[src/rtl/sfp_pkg.sv]
package sfp_pkg;
  localparam int SLOT_W     = 16;
  localparam int DIV_W      = 4;
  localparam int SLOT_CNT_W = 2;

  localparam logic [1:0] MODE_SLAVE  = 2'b00;
  localparam logic [1:0] MODE_MASTER = 2'b10;

  typedef struct packed {
    logic [1:0]            mode;
    logic                  sync_last;
    logic                  rise_samp;
    logic [SLOT_CNT_W-1:0] slots_m1;
    logic [DIV_W-1:0]      div;
  } cfg_t;
endpackage

[src/rtl/sfp_sync.sv]
module sfp_sync #(
  parameter int STAGES = 2
) (
  input  logic clk,
  input  logic rst_n,
  input  logic d,
  output logic q
);
  logic [STAGES-1:0] chain_q;
  logic [STAGES-1:0] chain_n;

  generate
    if (STAGES == 1) begin : g_one
      always_comb chain_n = d;
    end else begin : g_many
      always_comb chain_n = {chain_q[STAGES-2:0], d};
    end
  endgenerate

  always_ff @(posedge clk or negedge rst_n) begin
    if (!rst_n) chain_q <= '0;
    else        chain_q <= chain_n;
  end

  assign q = chain_q[STAGES-1];
endmodule

[src/rtl/sfp_fifo.sv]
module sfp_fifo #(
  parameter int W     = 16,
  parameter int DEPTH = 8
) (
  input  logic         clk,
  input  logic         rst_n,
  input  logic [W-1:0] in_data,
  input  logic         in_valid,
  output logic         in_ready,
  output logic [W-1:0] out_data,
  output logic         out_valid,
  input  logic         out_ready
);
  localparam int AW = $clog2(DEPTH);
  localparam logic [AW:0] FULL_CNT = (AW+1)'(DEPTH);

  logic [W-1:0]  mem [DEPTH];
  logic [AW-1:0] wp_q, wp_n, rp_q, rp_n;
  logic [AW:0]   cnt_q, cnt_n;
  logic          push, pop;

  assign in_ready  = (cnt_q != FULL_CNT);
  assign out_valid = (cnt_q != '0);
  assign push      = in_valid && in_ready;
  assign pop       = out_valid && out_ready;
  assign out_data  = mem[rp_q];

  always_comb begin
    wp_n  = push ? wp_q + 1'b1 : wp_q;
    rp_n  = pop  ? rp_q + 1'b1 : rp_q;
    cnt_n = cnt_q;
    if (push && !pop) cnt_n = cnt_q + 1'b1;
    if (pop && !push) cnt_n = cnt_q - 1'b1;
  end

  always_ff @(posedge clk or negedge rst_n) begin
    if (!rst_n) begin
      wp_q  <= '0;
      rp_q  <= '0;
      cnt_q <= '0;
    end else begin
      wp_q  <= wp_n;
      rp_q  <= rp_n;
      cnt_q <= cnt_n;
    end
  end

  always_ff @(posedge clk) begin
    if (push) mem[wp_q] <= in_data;
  end
endmodule

[src/rtl/sfp_edges.sv]
module sfp_edges #(
  parameter int DW          = 4,
  parameter int SYNC_STAGES = 2
) (
  input  logic          clk,
  input  logic          rst_n,
  input  logic          run,
  input  logic          master,
  input  logic [DW-1:0] div,
  input  logic          sck_ext,
  input  logic          sync_ext,
  output logic          sck_o,
  output logic          rise_p,
  output logic          fall_p,
  output logic          sync_s
);
  logic [DW-1:0] cnt_q, cnt_n;
  logic          sck_q, sck_n;
  logic          tick, m_on;
  logic          ext_s, ext_d_q;

  sfp_sync #(.STAGES(SYNC_STAGES)) u_sck_sync (
    .clk(clk), .rst_n(rst_n), .d(sck_ext), .q(ext_s)
  );
  sfp_sync #(.STAGES(SYNC_STAGES)) u_fs_sync (
    .clk(clk), .rst_n(rst_n), .d(sync_ext), .q(sync_s)
  );

  assign m_on = run && master;
  assign tick = m_on && (cnt_q == div);

  always_comb begin
    cnt_n = (!m_on || tick) ? '0 : cnt_q + 1'b1;
    sck_n = !m_on ? 1'b0 : (tick ? !sck_q : sck_q);
    if (master) begin
      rise_p = tick && !sck_q;
      fall_p = tick && sck_q;
    end else begin
      rise_p = run && ext_s && !ext_d_q;
      fall_p = run && !ext_s && ext_d_q;
    end
  end

  always_ff @(posedge clk or negedge rst_n) begin
    if (!rst_n) begin
      cnt_q   <= '0;
      sck_q   <= 1'b0;
      ext_d_q <= 1'b0;
    end else begin
      cnt_q   <= cnt_n;
      sck_q   <= sck_n;
      ext_d_q <= ext_s;
    end
  end

  assign sck_o = sck_q;
endmodule

[src/rtl/sfp_engine.sv]
module sfp_engine #(
  parameter int W  = 16,
  parameter int SW = 2
) (
  input  logic          clk,
  input  logic          rst_n,
  input  logic          run,
  input  logic          master,
  input  logic          sync_last,
  input  logic          rise_samp,
  input  logic [SW-1:0] slots_m1,
  input  logic          rise_p,
  input  logic          fall_p,
  input  logic          sync_s,
  input  logic          sd_i,
  input  logic [W-1:0]  tx_word,
  input  logic          tx_avail,
  input  logic          rx_space,
  output logic          tx_pop,
  output logic          rx_push,
  output logic [W-1:0]  rx_word,
  output logic          sd_o,
  output logic          sync_o,
  output logic          underrun,
  output logic          overrun
);
  localparam int BW = $clog2(W);
  localparam logic [BW-1:0] LAST_BIT = BW'(W-1);

  logic          started_q, started_n;
  logic [BW-1:0] bitc_q, bitc_n, rxc_q, rxc_n, pos_bit;
  logic [SW-1:0] slotc_q, slotc_n, pos_slot;
  logic [W-1:0]  txsh_q, txsh_n, rxsh_q, rxsh_n, word;
  logic          sd_q, sd_n, sync_q, sync_n, arm_q, arm_n;
  logic          und_q, und_n, ovr_q, ovr_n;
  logic          launch, sample, realign, do_launch, slot_start, frame_end, word_done;

  always_comb begin
    launch     = rise_samp ? fall_p : rise_p;
    sample     = rise_samp ? rise_p : fall_p;
    realign    = !master && sync_s;
    pos_bit    = realign ? '0 : bitc_q;
    pos_slot   = realign ? '0 : slotc_q;
    do_launch  = run && launch && (master || started_q || realign);
    slot_start = (pos_bit == '0);
    frame_end  = (pos_bit == LAST_BIT) && (pos_slot == slots_m1);
    word       = slot_start ? (tx_avail ? tx_word : '0) : txsh_q;
    word_done  = run && sample && arm_q && (rxc_q == LAST_BIT);
    tx_pop     = do_launch && slot_start && tx_avail;
    rx_push    = word_done && rx_space;
    rx_word    = {rxsh_q[W-2:0], sd_i};
  end

  always_comb begin
    started_n = started_q;
    bitc_n    = bitc_q;
    slotc_n   = slotc_q;
    rxc_n     = rxc_q;
    txsh_n    = txsh_q;
    rxsh_n    = rxsh_q;
    sd_n      = sd_q;
    sync_n    = sync_q;
    arm_n     = arm_q;
    und_n     = und_q;
    ovr_n     = ovr_q;
    if (!run) begin
      started_n = 1'b0;
      bitc_n    = '0;
      slotc_n   = '0;
      sd_n      = 1'b0;
      sync_n    = 1'b0;
      arm_n     = 1'b0;
    end else begin
      if (do_launch) begin
        sd_n      = word[W-1];
        txsh_n    = {word[W-2:0], 1'b0};
        sync_n    = master && (sync_last ? (pos_bit == LAST_BIT)
                                         : (slot_start && pos_slot == '0));
        bitc_n    = (pos_bit == LAST_BIT) ? '0 : pos_bit + 1'b1;
        slotc_n   = (pos_bit != LAST_BIT) ? pos_slot :
                    (frame_end ? '0 : pos_slot + 1'b1);
        started_n = master || !frame_end;
        arm_n     = 1'b1;
        rxc_n     = pos_bit;
        if (slot_start && !tx_avail) und_n = 1'b1;
      end
      if (sample && arm_q) begin
        rxsh_n = {rxsh_q[W-2:0], sd_i};
        arm_n  = 1'b0;
        if (word_done && !rx_space) ovr_n = 1'b1;
      end
    end
  end

  always_ff @(posedge clk or negedge rst_n) begin
    if (!rst_n) begin
      started_q <= 1'b0;
      bitc_q    <= '0;
      slotc_q   <= '0;
      rxc_q     <= '0;
      txsh_q    <= '0;
      rxsh_q    <= '0;
      sd_q      <= 1'b0;
      sync_q    <= 1'b0;
      arm_q     <= 1'b0;
      und_q     <= 1'b0;
      ovr_q     <= 1'b0;
    end else begin
      started_q <= started_n;
      bitc_q    <= bitc_n;
      slotc_q   <= slotc_n;
      rxc_q     <= rxc_n;
      txsh_q    <= txsh_n;
      rxsh_q    <= rxsh_n;
      sd_q      <= sd_n;
      sync_q    <= sync_n;
      arm_q     <= arm_n;
      und_q     <= und_n;
      ovr_q     <= ovr_n;
    end
  end

  assign sd_o     = sd_q;
  assign sync_o   = sync_q;
  assign underrun = und_q;
  assign overrun  = ovr_q;
endmodule

[src/rtl/frame_serial_port.sv]
module frame_serial_port
  import sfp_pkg::*;
#(
  parameter int FIFO_DEPTH  = 8,
  parameter int SYNC_STAGES = 2,
  parameter int DIV_RESET   = 3
) (
  input  logic                  clk,
  input  logic                  rst_n,
  input  logic                  cfg_wr,
  input  logic                  cfg_en,
  input  logic [1:0]            cfg_mode,
  input  logic                  cfg_sync_last,
  input  logic                  cfg_rise_samp,
  input  logic [SLOT_CNT_W-1:0] cfg_slots_m1,
  input  logic [DIV_W-1:0]      cfg_div,
  output logic [1:0]            mode_o,
  input  logic [SLOT_W-1:0]     tx_data,
  input  logic                  tx_valid,
  output logic                  tx_ready,
  output logic [SLOT_W-1:0]     rx_data,
  output logic                  rx_valid,
  input  logic                  rx_ready,
  output logic                  sck_o,
  output logic                  sync_o,
  output logic                  sd_o,
  input  logic                  sck_i,
  input  logic                  sync_i,
  input  logic                  sd_i,
  output logic                  underrun,
  output logic                  overrun
);
  logic              rst_meta_q, rst_int_n;
  cfg_t              cfg_q, cfg_n;
  logic              en_q, en_n;
  logic              master;
  logic              rise_p, fall_p, sync_s;
  logic [SLOT_W-1:0] txf_word, rx_word;
  logic              txf_avail, tx_pop, rx_space, rx_push;

  always_ff @(posedge clk or negedge rst_n) begin
    if (!rst_n) begin
      rst_meta_q <= 1'b0;
      rst_int_n  <= 1'b0;
    end else begin
      rst_meta_q <= 1'b1;
      rst_int_n  <= rst_meta_q;
    end
  end

  always_comb begin
    cfg_n = cfg_q;
    en_n  = en_q;
    if (cfg_wr) begin
      en_n = cfg_en;
      if (!en_q) begin
        if (cfg_mode == MODE_SLAVE || cfg_mode == MODE_MASTER) cfg_n.mode = cfg_mode;
        cfg_n.sync_last = cfg_sync_last;
        cfg_n.rise_samp = cfg_rise_samp;
        cfg_n.slots_m1  = cfg_slots_m1;
        cfg_n.div       = cfg_div;
      end
    end
  end

  always_ff @(posedge clk or negedge rst_int_n) begin
    if (!rst_int_n) begin
      en_q            <= 1'b0;
      cfg_q.mode      <= MODE_MASTER;
      cfg_q.sync_last <= 1'b0;
      cfg_q.rise_samp <= 1'b0;
      cfg_q.slots_m1  <= '0;
      cfg_q.div       <= DIV_W'(DIV_RESET);
    end else begin
      en_q  <= en_n;
      cfg_q <= cfg_n;
    end
  end

  assign master = (cfg_q.mode == MODE_MASTER);
  assign mode_o = cfg_q.mode;

  sfp_edges #(.DW(DIV_W), .SYNC_STAGES(SYNC_STAGES)) u_edges (
    .clk(clk), .rst_n(rst_int_n), .run(en_q), .master(master), .div(cfg_q.div),
    .sck_ext(sck_i), .sync_ext(sync_i), .sck_o(sck_o),
    .rise_p(rise_p), .fall_p(fall_p), .sync_s(sync_s)
  );

  sfp_fifo #(.W(SLOT_W), .DEPTH(FIFO_DEPTH)) u_txq (
    .clk(clk), .rst_n(rst_int_n),
    .in_data(tx_data), .in_valid(tx_valid), .in_ready(tx_ready),
    .out_data(txf_word), .out_valid(txf_avail), .out_ready(tx_pop)
  );

  sfp_fifo #(.W(SLOT_W), .DEPTH(FIFO_DEPTH)) u_rxq (
    .clk(clk), .rst_n(rst_int_n),
    .in_data(rx_word), .in_valid(rx_push), .in_ready(rx_space),
    .out_data(rx_data), .out_valid(rx_valid), .out_ready(rx_ready)
  );

  sfp_engine #(.W(SLOT_W), .SW(SLOT_CNT_W)) u_engine (
    .clk(clk), .rst_n(rst_int_n), .run(en_q), .master(master),
    .sync_last(master && cfg_q.sync_last), .rise_samp(master && cfg_q.rise_samp),
    .slots_m1(cfg_q.slots_m1), .rise_p(rise_p), .fall_p(fall_p), .sync_s(sync_s),
    .sd_i(sd_i), .tx_word(txf_word), .tx_avail(txf_avail), .rx_space(rx_space),
    .tx_pop(tx_pop), .rx_push(rx_push), .rx_word(rx_word),
    .sd_o(sd_o), .sync_o(sync_o), .underrun(underrun), .overrun(overrun)
  );
endmodule

[config.mk]
export PLATFORM = sky130hd
export DESIGN_NAME = frame_serial_port
export DESIGN_NICKNAME = d
export VERILOG_FILES = /design/src/rtl/sfp_pkg.sv /design/src/rtl/sfp_sync.sv /design/src/rtl/sfp_fifo.sv /design/src/rtl/sfp_edges.sv /design/src/rtl/sfp_engine.sv /design/src/rtl/frame_serial_port.sv
export SDC_FILE = /design/constraint.sdc
export NUM_CORES = 1
export LEC_CHECK = 0
export BUFFER_PORTS_ARGS = -buffer_cell sky130_fd_sc_hd__clkbuf_2
export CELL_PAD_IN_SITES_DETAIL_PLACEMENT = 2
export CELL_PAD_IN_SITES_GLOBAL_PLACEMENT = 2
export CORE_ASPECT_RATIO = 0.7
export CORE_MARGIN = 8
export CORE_UTILIZATION = 35
export DETAILED_ROUTE_END_ITERATION = 7
export GPL_ROUTABILITY_DRIVEN = 0
export PLACE_DENSITY = 0.64
export RECOVER_POWER = 100
export SLEW_MARGIN = 10
export SYNTH_ARGS = -nofsm -noshare
export SYNTH_HDL_FRONTEND = slang
export SYNTH_SLANG_ARGS = --single-unit
[constraint.sdc]
create_clock -name clk -period 2.5 [get_ports clk]
set_input_delay 0.125 -clock clk [delete_from_list [all_inputs] [get_ports clk]]
set_output_delay 0.125 -clock clk [all_outputs]
set_load 0.03 [all_outputs]
# Word-level counts from Yosys, hierarchy flattened

Memory sizes are Yosys's and may differ from the RTL's.
Index checks and enable logic that the tools add are counted.

Output and inout port bits: 25
Bits in latches: 0
Memories: 2
RAM bits: 256
Register bits after elaboration: 89
ROM bits: 0
Input bits: 35

Order comparisons: 0
Equal/unequal tests: 12
Shift operators: 0
Multiplexer cells: 36
Reduce and logical (&&, ||, !) cells: 63
Add/subtract/negate cells: 11
Bitwise logic cells: 1
$mul: 0
Div/mod/pow operators: 0

Memory list:

| memory    | depth | width | read ports | clocked after memory_dff | wr ports | RTL line       | text |
|---|---|---|---|---|---|---|---|
| u_rxq.mem | 8     | 16    | 1          | 0                        | 1        | sfp_fifo.sv:17 | `logic [W-1:0] mem [DEPTH];` |
| u_txq.mem | 8     | 16    | 1          | 0                        | 1        | sfp_fifo.sv:17 |  |

Operator list:

| cell                                                                | count |
|---|---|
| 4-bit two-way mux                                                   | 9 |
| 1-bit logical AND                                                   | 33 |
| 16-bit two-way mux                                                  | 2 |
| 1-bit two-way mux                                                   | 20 |
| 4-bit by 1-bit adder with 4-bit output (second input constant)      | 4 |
| 3-bit by 1-bit adder with 3-bit output (second input constant)      | 4 |
| 1-bit logical NOT                                                   | 12 |
| 4-bit != test (second input constant)                               | 3 |
| 2-bit two-way mux                                                   | 5 |
| 3-bit AND reduction                                                 | 3 |
| 4-bit == test (second input constant)                               | 2 |
| 4-bit nonzero test                                                  | 2 |
| 4-bit by 1-bit subtractor with 4-bit output (second input constant) | 2 |
| 2-bit AND reduction                                                 | 3 |
| 1-bit logical OR                                                    | 5 |
| 2-bit == test (second input constant)                               | 2 |
| 4-bit == test                                                       | 1 |
| 2-bit logical NOT                                                   | 2 |
| 4-bit logical NOT                                                   | 1 |
| 2-bit by 1-bit != test with 1-bit output (second input constant)    | 2 |
| 2-bit nonzero test                                                  | 2 |
| 3-bit by 1-bit != test with 1-bit output (second input constant)    | 1 |
| 2-bit by 1-bit adder with 2-bit output (second input constant)      | 1 |
| 2-bit == test                                                       | 1 |
| 1-bit NOT                                                           | 1 |

# Logic depth before layout (Yosys ltp)

Gate-level depths: netlist of the first run.

Depth after elaboration: 15
Mapped depth: 13
Mapped depth without buffers: 13

# Modules after synthesis

From an unflattened synthesis of the first run, not the netlist that was laid out.

Cells, all modules: 788
Area, all modules: 14425.1 um^2

By module, submodules not included:

| module            | sequential area each (um^2) | instances | cells each | area an instance (um^2) |
|---|---|---|---|---|
| sfp_fifo (u_txq)  | 4093.9                      | 1         | 251        | 5564.1 |
| sfp_fifo (u_rxq)  | 4093.9                      | 1         | 251        | 5560.3 |
| sfp_engine        | 1151.1                      | 1         | 222        | 2319.7 |
| frame_serial_port | 329.1                       | 1         | 33         | 550.5 |
| sfp_edges         | 150.1                       | 1         | 27         | 330.3 |
| sfp_sync          | 50.0                        | 2         | 2          | 50.0 |

# Worst setup path after synthesis of the first run

No wires, ideal clock.

Path kind: register to register
Start: register cfg_q, in the netlist mode_o[1]
End: memory u_rxq.mem[0][0], enable pin
Path buffers: 1
Slack: -0.524 ns
Stages on the path, launching flop included: 7
Arrival: 2.614 ns
Library setup time: 0.409 ns
Cells stage by stage: dfstp_2 -> nor2b_1 -> buf_2 -> nand4_1 -> o2bb2ai_1 -> nand4b_1 -> nor3_1

Longest elaborated chain between the ends: 13
Elaborated cells on any way between the ends: 16

RTL lines:

| what                                        | RTL line                         | text |
|---|---|---|
| from (decl)                                 | frame_serial_port.sv:34          | `cfg_t cfg_q, cfg_n;` |
| from (signal assigned)                      | frame_serial_port.sv:76          | `cfg_q <= cfg_n;` |
| 2-bit == test (*)                           | frame_serial_port.sv:80          | `assign master = (cfg_q.mode == MODE_MASTER);` |
| 1-bit logical AND                           | sfp_edges.sv:29                  | `assign m_on = run && master;` |
| 1-bit logical AND                           | sfp_edges.sv:30                  | `assign tick = m_on && (cnt_q == div);` |
| 1-bit logical AND (on tied branches)        | sfp_edges.sv:37, sfp_edges.sv:36 |  |
| 1-bit two-way mux                           | sfp_edges.sv:35                  | `if (master) begin` |
| 1-bit two-way mux (*)                       | sfp_engine.sv:40                 | `sample = rise_samp ? rise_p : fall_p;` |
| 1-bit logical AND (*) (3 in series)         | sfp_engine.sv:48                 | `word_done = run && sample && arm_q && (rxc_q == LAST_BIT);` |
| 1-bit logical AND (*)                       | sfp_engine.sv:50                 | `rx_push = word_done && rx_space;` |
| 1-bit logical AND (*)                       | sfp_fifo.sv:24                   | `assign push = in_valid && in_ready;` |
| 1-bit two-way mux (*)                       | sfp_fifo.sv:49                   | `if (push) mem[wp_q] <= in_data;` |
| 1-bit two-way mux (implied by the code) (*) | sfp_fifo.sv:49                   |  |
| to (decl)                                   | sfp_fifo.sv:17                   |  |

Every way passes the cells marked *; elsewhere a longest branch is shown, timed or not.

# Worst setup path in the final report of the first run

Start: register cfg_q, in the netlist mode_o[1]
End: register u_txq.cnt_q[3]

Longest elaborated chain between the ends: 14
Elaborated cells on any way between the ends: 25

RTL lines:

| what                                 | RTL line                         | text |
|---|---|---|
| 2-bit == test (*)                    | frame_serial_port.sv:80          |  |
| 1-bit logical AND                    | sfp_edges.sv:29                  |  |
| 1-bit logical AND                    | sfp_edges.sv:30                  |  |
| 1-bit logical AND (on tied branches) | sfp_edges.sv:36, sfp_edges.sv:37 |  |
| 1-bit two-way mux                    | sfp_edges.sv:35                  |  |
| 1-bit two-way mux                    | sfp_engine.sv:39                 | `launch = rise_samp ? fall_p : rise_p;` |
| 1-bit logical AND (2 in series)      | sfp_engine.sv:44                 | `do_launch = run && launch && (master \|\| started_q \|\| realign);` |
| 1-bit logical AND (*) (2 in series)  | sfp_engine.sv:49                 | `tx_pop = do_launch && slot_start && tx_avail;` |
| 1-bit logical AND (*)                | sfp_fifo.sv:25                   | `assign pop = out_valid && out_ready;` |
| via u_txq.pop                        | sfp_fifo.sv:20                   | `logic push, pop;` |
| 1-bit logical NOT                    | sfp_fifo.sv:32                   | `if (push && !pop) cnt_n = cnt_q + 1'b1;` |
| 1-bit logical AND                    | sfp_fifo.sv:32                   |  |
| 2-bit nonzero test (no source line)  | -                                |  |
| to (signal assigned)                 | sfp_fifo.sv:44                   | `cnt_q <= cnt_n;` |
| to (decl)                            | sfp_fifo.sv:19                   | `logic [AW:0] cnt_q, cnt_n;` |

The timed path passes the listed nets; every way through them passes the cells marked *.
A chain may end at the register's enable or synchronous reset.

==> results.txt, run 1 <==
Leak Pwr -> 0.00622 uW
die height -> 182 um
TritonCTS buffer count -> 37
CP max-delay cell -> dfstp_2
Levels on crit path -> 13
crit path DAT -> 2.89 ns
XOR/XNOR Fraction of Synth Area -> 1.58%
DR vias -> 7,478
standard-cell rows -> 61
DR DRC count -> 0
port bufs -> 59
gr usage total -> 14.8%
top post-synthesis cells by count -> 256 x edfxtp_1, 86 x dfrtp_1, 64 x mux4_2
CTS Buffer Depth -> 3
cell area power density -> 977 nW/um^2
final hold violation count -> 0
Setup Slack @ Placement -> -0.164 ns
ant diodes -> 0
largest family of logic cells by synthesized area -> multiplexers
vias in the first global route -> 8,537
Worst Slack Setup Final -> 0.0250 ns
Main synth FF type -> edfxtp_1
highest clock rate -> 0.404 GHz
post-synthesis compound-gate area fraction -> 3.53%
CTS tree -> yes
Crit Path Class -> reg -> reg
Post-Synthesis Cells -> 758
first-pass GRT wire length -> 52,400 um
synth top area cells -> edfxtp_1 56%, dfrtp_1 16%, mux4_2 10%
DP HPWL -> 20,800 um
largest net degree at the start of global routing -> 45
Critical Path Start Type -> flop
CP Data Required Time -> 2.92 ns
worst slew pin tran -> 1.25 ns
initial antenna violation count -> 1
Synth area leader -> edfxtp_1
Seq/Total Area, Yosys -> 71.6%
Synth Cell Area -> 13,900 um^2
routed length per instance -> 22.6 um
syn avg cell area -> 18.3 um^2
Avg Vias per Cell -> 5.00
slew margin rel. -> 16.6%
CP endpoint kind -> flop
starting density of the core -> 35.2%
largest stage delay on the critical path -> 0.58 ns
WHS Path Cells -> 4
layout cell share with drive strength beyond 1 -> 33.1%
sum of buffers and inverters on the critical path -> 0
Post-Syn Nets -> 809
Netlist cell types -> 58
die area -> 46,300 um^2
GRT overflow -> 0
fill count -> 3,728
Die Span X -> 254 um
most common cell in the netlist -> edfxtp_1
core area -> 39,400 um^2
clk root buf -> clkbuf_16
Worst Path Max Fanout -> 4
critical-path cell list -> nand2b_4 > nand2_4 > nand2_4 > ha_4 > nand3b_1 > nor2_4 > ha_4 > ha_4 > a21o_1 > a21oi_2 > xnor2_1 > nor2_1 > xor2_1
number of flops mapped to enable cells by yosys -> 256
RSZ-0062 raised after global routing -> yes
Sink Count -> 345
CP most frequent cell -> ha_4
Synth Area in Adders -> 1.55%
Worst-path clk slew -> 0.06 ns
Tmin final -> 2.47 ns
final wirelength -> 33,800 um
share of the synthesized area in the top cell type -> 55.5%
Nets -> 985
CTS H-tree depth -> 2
Post-Synth Simple-Gate Area -> 4.38%
Area Overhead vs Synth -> 24.0%
status -> completed
worst vdd ir -> 0.441 mV
clock skew -> 0.0205 ns
Seq cells post-synth -> 345
initial drt markers -> 435
mux contribution to synthesized area -> 15.7%
R2R depth -> 13
CP top delay family -> adder cells
worst skew pair latency -> 0.55 ns
Routed Antenna Nets -> 0
Pre-antenna DRT Iters -> 4
Synth warnings -> 0
max-slew violation count -> 0
asr flop ratio synth -> 25.8%
# setup viols final -> 0
worst hold path type -> in -> reg
setup_tns -> 0 ns
utilization after layout -> 43.6%
MaxCap Viol Count -> 0
I/O pin cnt -> 60
final worst path period share -> 99.0%
layout make-up:
| cell class | instances | area, um^2 | area share, % |
|---|---|---|---|
| flip-flops and latches | 345 | 9930 | 57.8 |
| multi-input cells | 365 | 3950 | 23.0 |
| repair buffers | 171 | 1370 | 7.97 |
| clock buffers | 56 | 1050 | 6.10 |
| well taps | 535 | 669 | 3.90 |
| clock inverters | 11 | 161 | 0.940 |
| inverters | 14 | 52.6 | 0.306 |
cell usage in the layout, fill, tap and decap left out, types with 4 or more instances in the layout:
master	synthesis	routed
edfxtp_1	256	256
dfrtp_1	86	82
mux4_2	64	64
buf_4	2	58
nand2_1	46	43
mux2_2	37	37
clkbuf_16	0	37
clkbuf_1	18	37
clkbuf_2	0	37
dlygate4sd3_1	0	36
o21ai_0	22	21
nor2_1	26	19
mux2i_1	19	19
a2bb2oi_1	15	15
inv_1	14	14
xnor2_1	17	14
buf_12	1	14
nand3_1	14	13
xor2_1	8	8
mux2_4	8	8
ha_4	0	7
ha_1	14	7
nor2_2	0	6
nor3_1	9	5
nand2b_1	6	5
clkbuf_8	0	5
nand4_1	4	4
nor2b_1	5	4
a21oi_1	6	4
clkinv_2	0	4
kinds of logic after synthesis:
group | count (synthesis)
compound gates | 68
other cells | 1
fa+ha+maj | 16
mux | 128
simple gates | 127
flops | 345
buf+inv | 48
xor+xnor | 25
registers in the layout (all words and copies together) (netlist names), 2 cells and up:
name                        count
cfg_q                           8
mode_o                          2
u_edges.cnt_q                   4
u_edges.u_fs_sync.chain_q       2
u_edges.u_sck_sync.chain_q      2
u_engine.bitc_q                 4
u_engine.rxc_q                  4
u_engine.rxsh_q                15
u_engine.slotc_q                2
u_engine.txsh_q                15
u_rxq.cnt_q                     4
u_rxq.mem                     128
u_rxq.rp_q                      3
u_rxq.wp_q                      3
u_txq.cnt_q                     4
u_txq.mem                     128
u_txq.rp_q                      3
u_txq.wp_q                      3
power by group:
group / switching, uW / total (uW) / leakage [uW] / internal [uW]
registers: 485 / 7300 / 0.00347 / 6810
clock network: 2300 / 5450 / 0.000588 / 3150
logic: 2020 / 4030 / 0.00215 / 2010
worst reg2reg max path, cell delays in order (launching register included):
cell      delay [ns]
dfstp_2         0.58
nand2b_4        0.08
nand2_4         0.11
nand2_4         0.07
ha_4            0.18
nand3b_1        0.17
nor2_4          0.07
ha_4            0.18
ha_4            0.23
a21o_1          0.20
a21oi_2         0.17
xnor2_1         0.13
nor2_1          0.06
xor2_1          0.13
per-layer routing:
metal	routed length [um]	share of wire [%]	global-route usage, %
met4	530	1.6	3.56
met2	15800	47	23.1
met5	13	0.038	0
met1	16200	48	21.2
met3	1230	3.6	2.63
through the flow:
step	std cells	power (uW)	hold WS, ns	area, um^2
2_1_floorplan	758	9850	-0.171	13900
3_3_place_gp	1378	11100	-0.0862	15400
3_5_place_dp	1378	11300	-0.0844	15400
4_1_cts	1490	17000	0.163	17000
5_1_grt	1497	17600	0.217	17200
6_report	1497	16800	0.191	17200
final timing paths:
kind                       slack (ns)                  start                    endpoint
min reg2reg                      0.35   rst_meta_q$_DFF_PN0_         rst_int_n$_DFF_PN0_
max in group asynchronous        0.44    rst_int_n$_DFF_PN0_   u_rxq.rp_q[0]$_DFFE_PN0P_
min in group asynchronous        0.45                  rst_n        rst_meta_q$_DFF_PN0_
min                              0.19                 cfg_wr        cfg_q[7]$_DFFE_PN0P_
max reg2reg                      0.03  mode_o[1]$_DFFE_PN1P_  u_txq.cnt_q[3]$_DFFE_PN0P_
max                              0.03  mode_o[1]$_DFFE_PN1P_  u_txq.cnt_q[3]$_DFFE_PN0P_
what timing repair did:
item                                   in CTS  in global routing
setup endpoints to repair                  18                 96
resized for setup                           8                 18
buffers inserted                            9                  7
pin swaps                                  11                 15
endpoints found under the hold margin     156                  0
hold buffers                               36                  0
Note: power is estimated with default switching activity, not from simulation.
==> run 2: changes to the inputs <==
--- a/config.mk
+++ b/config.mk
@@ -13,7 +13,7 @@
 export CORE_UTILIZATION = 35
 export DETAILED_ROUTE_END_ITERATION = 7
 export GPL_ROUTABILITY_DRIVEN = 0
-export PLACE_DENSITY = 0.64
+export PLACE_DENSITY = 0.68
 export RECOVER_POWER = 100
 export SLEW_MARGIN = 10
 export SYNTH_ARGS = -nofsm -noshare
==> run 2 against run 1 <==
Global-route usage grew 0.25 points. Total power is 2.0% higher. Worst setup slack lost 0.016 ns. Register-to-register slack worse by 0.02 ns. Sequential cell count did not move. Clock skew up 0.011 ns. Die area is the same. Cell area down 0.12%. Sequential power hardly changed. Critical endpoint is now u_rxq.mem[5][2]$_DFFE_PP_. Largest power group unchanged. Highest routed layer unchanged.
==> results.txt, run 2 (same netlist as run 1, synthesis figures left out) <==
Avg Vias per Cell -> 4.97 (-0.42%)
initial antenna violation count -> 2 (+1)
Overall Power -> 17,100 uW (+2.0%)
port bufs -> 59 (unchanged)
initial drt markers -> 440 (+1.1%)
status -> completed
highest clock rate -> 0.401 GHz (-0.66%)
combinational share of power -> 23.3% (-0.7 points)
worst skew pair latency -> 0.55 ns (about the same)
Pre-antenna DRT Iters -> 4 (unchanged)
critical-path cell list -> nor2b_4 > buf_6 > o31ai_1 > o2bb2ai_2 > buf_4 > buf_6 > nand4_1 > nor2_1 > buf_4
DR DRC count -> 0 (unchanged)
core area -> 39,400 um^2 (unchanged)
worst vdd ir -> 0.621 mV (+41%)
CP top delay family -> simple AND/OR/NAND/NOR gates
Clock Power Share -> 34.2% (+1.7 points)
Die Span X -> 254 um (unchanged)
starting density of the core -> 35.2% (unchanged)
Crit Reg-Reg Endpoint -> u_rxq.mem[5][2]$_DFFE_PP_
die area -> 46,300 um^2 (unchanged)
setup_tns -> 0 ns (unchanged)
crit path DAT -> 2.71 ns (-0.18 ns)
Largest regs -> u_rxq.mem x128, u_txq.mem x128
# setup viols final -> 0 (unchanged)
Area Overhead vs Synth -> 23.8%
Crit Path Class -> reg -> reg
worst slew pin tran -> 1.19 ns (-0.0619 ns)
cell area power density -> 998 nW/um^2 (+2.1%)
R2R depth -> 9 (-4)
GRT overflow -> 0 (unchanged)
clock skew -> 0.0314 ns (+0.0109 ns)
final hold violation count -> 0 (unchanged)
standard-cell rows -> 61 (unchanged)
largest stage delay on the critical path -> 0.38 ns (-0.20 ns)
Worst-path clk slew -> 0.06 ns (about the same)
WHS Path Cells -> 3 (-1)
Critical Path Start Type -> flop
Routed Antenna Nets -> 0 (unchanged)
Worst setup startpoint -> mode_o[1]$_DFFE_PN1P_
gr usage total -> 15.0% (+0.25 points)
Tmin final -> 2.49 ns (+0.0165 ns)
Leak Pwr -> 0.00625 uW (+0.48%)
layout cell share with drive strength beyond 1 -> 32.6% (-0.49 points)
sum of buffers and inverters on the critical path -> 4 (+4)
Pint -> 12,300 uW (+2.9%)
MaxCap Viol Count -> 0 (unchanged)
RSZ-0062 raised after global routing -> yes
Levels on crit path -> 9 (-4)
final wirelength -> 34,200 um (+1.2%)
Net Switching -> 4790 uW (-0.30%)
sequential share of power -> 42.5% (-1.0 points)
Placement Cell Area -> 15,300 um^2 (-0.23%)
slew margin rel. -> 20.7% (+4.1 points)
final design area excluding fillers -> 17,200 um^2 (-0.12%)
r2r setup slk -> 0.009 ns (-0.02 ns)
CTS tree -> yes
ant diodes -> 0 (unchanged)
CTS H-tree depth -> 2 (unchanged)
worst hold path type -> in -> reg
CP Data Required Time -> 2.72 ns (-0.20 ns)
Worst Path Max Fanout -> 9 (+5)
I/O pin cnt -> 60 (unchanged)
fill count -> 3,732 (+0.11%)
Setup Slack @ Placement -> -0.149 ns (+0.0149 ns)
CP max-delay cell -> dfstp_2
clk root buf -> clkbuf_16
vias in the first global route -> 8,438 (-1.2%)
CTS Buffer Depth -> 3 (unchanged)
die height -> 182 um (unchanged)
Critical Path Sink -> u_rxq.mem[5][2]$_DFFE_PP_
worst r2r src -> mode_o[1]$_DFFE_PN1P_
largest net degree at the start of global routing -> 45 (unchanged)
sw frac -> 28.0% (-0.64 points)
final worst path period share -> 99.7% (+0.66 points)
Worst Slack Setup Final -> 0.00858 ns (-0.0165 ns)
TritonCTS buffer count -> 36 (-2.7%)
max-slew violation count -> 0 (unchanged)
DP HPWL -> 20,600 um (-0.88%)
DR vias -> 7,427 (-0.68%)
most frequent cells in the layout -> 256 x edfxtp_1, 84 x dfrtp_1, 64 x mux4_2, 52 x buf_4, 43 x nand2_1
first-pass GRT wire length -> 53,200 um (+1.5%)
routed length per instance -> 22.9 um (+1.5%)
Sink Count -> 345 (unchanged)
CP endpoint kind -> flop
Nets -> 981 (-0.41%)
most common cell after layout, fill and taps aside -> edfxtp_1
-- run 2: cell count changes in the layout (fill, tap and decap cells not counted), sizes merged --
| cell | delta |
|---|---|
| clkbuf | -2 |
| bufinv | +4 |
| buf | -7 |
| clkinvlp | +1 |
-- run 2: stage by stage --
step | hold slack (ns) | std cells | util, %
finish | 0.133 | 1493 | 43.6
global route | 0.127 | 1493 | 43.6
detailed placement | -0.0815 | 1380 | 38.9
global placement | -0.0865 | 1380 | 38.9
floorplan | -0.171 | 758 | -
CTS | 0.135 | 1490 | 43.5
-- run 2: repair_timing --
item / 4_1_cts / 5_1_grt
hold buffers: 36 / 0
endpoints found under the setup margin: 14 / 6
gates resized for setup: 11 / 12
buffers inserted: 8 / 2
hold endpoints to repair: 155 / 0
gates cloned: 0 / 1
pin swaps: 5 / 20
-- run 2: layout make-up --
cell class	instances	area, um^2	area share [%]
timing repair buffer	168	1330	7.74
sequential	345	9920	57.8
clock buffer	50	1030	6.02
inverter	14	52.6	0.306
clock inverter	16	267	1.55
tap	535	669	3.90
multi-input combinational	365	3880	22.6
-- run 2: metal layers --
| metal | global-route usage, % | vias up | share of wire (%) |
|---|---|---|---|
| met1 | 21.2 | 3944 | 47 |
| met4 | 3.49 | 4 | 1.7 |
| met5 | 0 | - | 0.067 |
| met2 | 24.0 | 117 | 47 |
| li1 | - | 3316 | - |
| met3 | 2.64 | 46 | 3.9 |
-- run 2: worst min-delay path by stage --
stage                     startpoint                    to
after floorplan                rst_n   rst_int_n$_DFF_PN0_
after global placement         rst_n  rst_meta_q$_DFF_PN0_
after detailed placement       rst_n  rst_meta_q$_DFF_PN0_
after CTS                     cfg_wr  cfg_q[4]$_DFFE_PN0P_
after global routing          cfg_wr  cfg_q[5]$_DFFE_PN0P_
final                         cfg_wr  cfg_q[7]$_DFFE_PN0P_
-- run 2: power by group through the flow --
stage | Combinational [uW] | Clock [uW] | Sequential (uW)
CTS | 4000 | 6010 | 7260
global placement | 3750 | 0 | 7320
global route | 4380 | 6210 | 7350
finish | 4000 | 5850 | 7270
detailed placement | 3850 | 0 | 7360
floorplan | 2650 | 0 | 7210
-- run 2: tightest hold or removal path: stages --
cell      delay (ns)
clkbuf_2        0.09
nor2b_2         0.19
mux2_2          0.22
